$ cat src/rtl/cmdl_pkg.sv
package cmdl_pkg;

  // Resolved action for one clock edge, in priority order
  typedef enum logic [1:0] {
    ACT_IDLE  = 2'd0,
    ACT_ADD   = 2'd1,
    ACT_SUB   = 2'd2,
    ACT_CLEAR = 2'd3
  } cmd_act_e;

  localparam int unsigned NUM_CMDS = 2;
  localparam int unsigned CMD_ADD_IDX = 0;
  localparam int unsigned CMD_SUB_IDX = 1;

endpackage

$ cat src/rtl/cmdl_sync.sv
module cmdl_sync #(
  parameter int unsigned STAGES = 2
) (
  input  logic clk,
  input  logic rst_n,
  input  logic d,
  output logic q
);

  logic [STAGES-1:0] chain_q;
  logic [STAGES-1:0] chain_d;

  always_comb begin
    chain_d[0] = d;
    for (int i = 1; i < STAGES; i++) begin
      chain_d[i] = chain_q[i-1];
    end
  end

  always_ff @(posedge clk or negedge rst_n) begin
    if (!rst_n) begin
      chain_q <= '0;
    end else begin
      chain_q <= chain_d;
    end
  end

  assign q = chain_q[STAGES-1];

endmodule

$ cat src/rtl/cmdl_rise.sv
module cmdl_rise (
  input  logic clk,
  input  logic rst_n,
  input  logic level,
  output logic pulse
);

  logic prev_q;

  always_ff @(posedge clk or negedge rst_n) begin
    if (!rst_n) begin
      prev_q <= 1'b0;
    end else begin
      prev_q <= level;
    end
  end

  assign pulse = level & ~prev_q;

endmodule

$ cat src/rtl/cmdl_arbiter.sv
module cmdl_arbiter
  import cmdl_pkg::*;
(
  input  logic     clear,
  input  logic     add_rise,
  input  logic     sub_rise,
  output cmd_act_e action
);

  always_comb begin
    if (clear) begin
      action = ACT_CLEAR;
    end else if (sub_rise) begin
      action = ACT_SUB;
    end else if (add_rise) begin
      action = ACT_ADD;
    end else begin
      action = ACT_IDLE;
    end
  end

endmodule

$ cat src/rtl/cmdl_store.sv
module cmdl_store
  import cmdl_pkg::*;
#(
  parameter int unsigned WIDTH = 8
) (
  input  logic             clk,
  input  logic             rst_n,
  input  cmd_act_e         action,
  input  logic [WIDTH-1:0] operand_in,
  output logic [WIDTH-1:0] operand_q,
  output logic             sub_mode,
  output logic             loaded
);

  logic [WIDTH-1:0] operand_d;
  logic             sub_d;
  logic             loaded_d;
  logic             upd_en;

  assign upd_en = (action != ACT_IDLE);

  always_comb begin
    operand_d = operand_q;
    sub_d     = sub_mode;
    loaded_d  = loaded;
    case (action)
      ACT_CLEAR: begin
        operand_d = '0;
        sub_d     = 1'b0;
        loaded_d  = 1'b0;
      end
      ACT_SUB: begin
        operand_d = operand_in;
        sub_d     = 1'b1;
        loaded_d  = 1'b1;
      end
      ACT_ADD: begin
        operand_d = operand_in;
        sub_d     = 1'b0;
        loaded_d  = 1'b1;
      end
      default: ;
    endcase
  end

  always_ff @(posedge clk or negedge rst_n) begin
    if (!rst_n) begin
      operand_q <= '0;
      sub_mode  <= 1'b0;
      loaded    <= 1'b0;
    end else if (upd_en) begin
      operand_q <= operand_d;
      sub_mode  <= sub_d;
      loaded    <= loaded_d;
    end
  end

endmodule

$ cat src/rtl/op_cmd_latch.sv
module op_cmd_latch
  import cmdl_pkg::*;
#(
  parameter int unsigned WIDTH       = 8,
  parameter int unsigned SYNC_STAGES = 2
) (
  input  logic             clk,
  input  logic             rst_n,
  input  logic             clear,
  input  logic             add_req,
  input  logic             sub_req,
  input  logic [WIDTH-1:0] operand_in,
  output logic [WIDTH-1:0] operand_q,
  output logic             sub_mode,
  output logic             loaded
);

  logic [NUM_CMDS-1:0] cmd_raw;
  logic [NUM_CMDS-1:0] cmd_sync;
  logic [NUM_CMDS-1:0] cmd_rise;
  logic                add_rise;
  logic                sub_rise;
  cmd_act_e            action;

  assign cmd_raw[CMD_ADD_IDX] = add_req;
  assign cmd_raw[CMD_SUB_IDX] = sub_req;

  for (genvar g = 0; g < NUM_CMDS; g++) begin : g_cmd
    cmdl_sync #(.STAGES(SYNC_STAGES)) u_sync (
      .clk   (clk),
      .rst_n (rst_n),
      .d     (cmd_raw[g]),
      .q     (cmd_sync[g])
    );
    cmdl_rise u_rise (
      .clk   (clk),
      .rst_n (rst_n),
      .level (cmd_sync[g]),
      .pulse (cmd_rise[g])
    );
  end

  assign add_rise = cmd_rise[CMD_ADD_IDX];
  assign sub_rise = cmd_rise[CMD_SUB_IDX];

  cmdl_arbiter u_arb (
    .clear    (clear),
    .add_rise (add_rise),
    .sub_rise (sub_rise),
    .action   (action)
  );

  cmdl_store #(.WIDTH(WIDTH)) u_store (
    .clk        (clk),
    .rst_n      (rst_n),
    .action     (action),
    .operand_in (operand_in),
    .operand_q  (operand_q),
    .sub_mode   (sub_mode),
    .loaded     (loaded)
  );

endmodule

$ cat config.mk
export PLATFORM = sky130hd
export DESIGN_NAME = op_cmd_latch
export DESIGN_NICKNAME = d
export VERILOG_FILES = /design/src/rtl/cmdl_pkg.sv /design/src/rtl/cmdl_sync.sv /design/src/rtl/cmdl_rise.sv /design/src/rtl/cmdl_arbiter.sv /design/src/rtl/cmdl_store.sv /design/src/rtl/op_cmd_latch.sv
export SDC_FILE = /design/constraint.sdc
export NUM_CORES = 1
export LEC_CHECK = 0
export ABC_AREA = 0
export CAP_MARGIN = 15
export CORE_MARGIN = 2
export CORE_UTILIZATION = 45
export CTS_BUF_LIST = sky130_fd_sc_hd__clkbuf_16
export CTS_CLUSTER_SIZE = 40
export DETAILED_ROUTE_END_ITERATION = 10
export PLACE_DENSITY = 0.85
export SYNTH_ARGS = -nofsm -noshare
export SYNTH_HDL_FRONTEND = slang
export SYNTH_HIERARCHICAL = 1
export SYNTH_SLANG_ARGS = --single-unit
$ cat constraint.sdc
create_clock -name clk -period 3.9 [get_ports clk]
set_input_delay 0.39 -clock clk [delete_from_list [all_inputs] [get_ports clk]]
set_output_delay 0.39 -clock clk [all_outputs]
set_load 0.05 [all_outputs]
==> reports/metrics.yaml <==
die_w_um: 41.8
drc_errors: 0
crit_start: "clear"
syn_to_final_growth_pct: 45.0
reg2reg_from: "g_cmd[1].u_sync/chain_q[1]"
cp_num_buf_inv: 2
tightestPinTransition_ps: 683
overflow: 0
hold_path_class: "flip-flop to flip-flop"
cts_post_setup_buffers_inserted: 0
ios: 23
fp.coreArea_um2: 1320
critPathArrivalTime_ps: 1990
ant_nets: 0
die-area_um2: 1750
pre_cts_ws_ps: 1790
row_count: 13
worstPathMaxFanout: 19
hold_viol_final: 0
p_int_w: 0.000358
avgRoutedWirePerCell_um: 12.6
drt_iter0_drc: 8
start_kind: "input pin"
drt_first_pass_iters: 4
power_density_nw_per_um2: 528
power_leakage_nw: 0.427
port_buffers: 22
slew_violations: 0
yosysWarnings: 6
clk_pin_slew_ps: 50
netlist_instances: 56
rsz0062_at_grt: "false"
fmax_mhz: 537
nets: 96
first_global_vias: 511
crit_required_ps: 4030
r2r-end: "u_store/loaded"
crit_family: "adder cells"
timing.final.ws_setup_ps: 2040
avgSynthCellArea_um2: 11.5
final.setup_skew_ps: 5.88
period_minus_slack_ps: 1860
cts_buffers: 3
layout_common_cells: "22 x clkdlybuf4s50_1, 17 x nand2_1, 16 x dfrtp_1, 7 x o21ai_0"
crit_path_top_delay_cell: "ha_1"
finalSetupViolCount: 0
final_cell_area_um2: 935
cts_tree: "yes"
reg2reg_depth: 5
place_congestion: 0.625
path_cells: "clkdlybuf4s50_1 > or2_1 > inv_1 > ha_1 > mux2_4"
clockRootBuffer: "clkbuf_16"
fin_hold_ws_ps: 345
grt_max_degree: 20
min_from: "g_cmd[1].u_sync/chain_q[0]"
numClockSinks: 16
antenna_found_initial: 0
viasPerCell: 5.00
syn_area_um2: 644
fp.dieH_um: 41.8
grt_pass1_wl_mm: 2.17
start_util_pct: 48.9
finalSetupTns_ps: 0
utilization_pct: 70.9
status: "completed"
final_common_cell: "clkdlybuf4s50_1"
swShare_pct: 27.3
clkPwrFrac_pct: 39.8
insertion_delay_ps: 250
cts_resized: 0
endpoint: "u_store/loaded"
p_comb_share_pct: 21.7
p_switching_w: 0.000135
vias: 470
ir_drop_uv: 417
cts_hold_buf: 0
n_antenna_cell: 0
yosysUniqueCellTypes: 13
rrSetupSlack_ps: 2100
seqPwrFrac_pct: 38.5
grt_usage_pct: 17.1
synth_fp_nets: 72
clk_path_buf_depth: 2
path_class: "input pin to flip-flop"
place_area_um2: 856
timing.critical_path.slowest_cell_delay_ps: 520
cp_num_cells: 5
relSlewSlack_pct: 54.3
synth-seq-area-share_pct: 62.1
cp-end-kind: "flip-flop"
period_share_pct: 47.7
synth-seq-cells: 16
wl_mm: 1.19
drive_above_1_share_pct: 7.59
drv_cap: 0
h-tree-depth: 1
-- final cells by class --
| cell class | count | area [um^2] |
|---|---|---|
| Sequential cell | 16 | 400 |
| Fill cell | 83 | 383 |
| Timing Repair Buffer | 22 | 220 |
| Multi-Input combinational cell | 34 | 205 |
| Clock buffer | 3 | 75.1 |
| Tap cell | 15 | 18.8 |
| Inverter | 3 | 11.3 |
| Clock inverter | 1 | 3.75 |
-- how the worst min path moves through the flow --
stage	cells after the start	to	slack, ps
final	0	g_cmd[1].u_sync/chain_q[1]	340
after global routing	0	g_cmd[1].u_sync/chain_q[1]	360
after global placement	0	g_cmd[1].u_sync/chain_q[1]	330
after detailed placement	0	g_cmd[1].u_sync/chain_q[1]	330
after CTS	0	g_cmd[1].u_sync/chain_q[1]	350
after floorplan	0	g_cmd[0].u_rise/prev_q	90
-- flip-flops by register name, indices dropped and copies added (netlist names) --
register and count:
u_store/operand_q 8, g_cmd.u_rise/prev_q 2, u_store/sub_mode 1, g_cmd.u_sync/chain_q 4, u_store/loaded 1
-- per-stage QoR --
| step | power [W] | cells |
|---|---|---|
| 3_5_place_dp | 0.000299 | 90 |
| 2_1_floorplan | 0.000257 | 56 |
| 5_1_grt | 0.000516 | 94 |
| 6_report | 0.000493 | 94 |
| 3_3_place_gp | 0.000298 | 90 |
| 4_1_cts | 0.000499 | 94 |
-- layer usage --
metal / track usage, % / part of all wire (%)
met1: 19.3 / 42
met5: 0 / 0
met4: 12.9 / 3.2
met2: 26.9 / 47
met3: 5.22 / 7.2
-- synth_stat cells --
cell	count	area share, %
nand2_1	17	9.9
dfrtp_1	16	62
o21ai_0	7	5.4
ha_1	3	5.8
inv_1	3	1.7
buf_6	2	3.5
nor2b_4	2	4.3
a21o_1	1	1.2
buf_2	1	0.78
mux2_4	1	2.3
o21ai_1	1	0.78
o31ai_1	1	1.2
or2_1	1	0.97
-- logic make-up (layout without fill, tap and decap cells) --
kind of cell | after synthesis | count (layout) | synth area share (%)
compound gates | 10 | 10 | 8.54
buf+inv | 6 | 29 | 6.02
flops | 16 | 16 | 62.1
simple gates | 20 | 20 | 15.1
fa+ha+maj | 3 | 3 | 5.83
mux | 1 | 1 | 2.33
-- power groups by stage --
stage / Sequential [W] / Clock (W) / Combinational [W]
floorplan: 0.000234 / 0 / 0.0000231
global placement: 0.000192 / 0 / 0.000106
detailed placement: 0.000192 / 0 / 0.000107
CTS: 0.000190 / 0.000201 / 0.000108
global route: 0.000192 / 0.000211 / 0.000113
finish: 0.000190 / 0.000196 / 0.000107
Power figures use the tool's default switching activity.
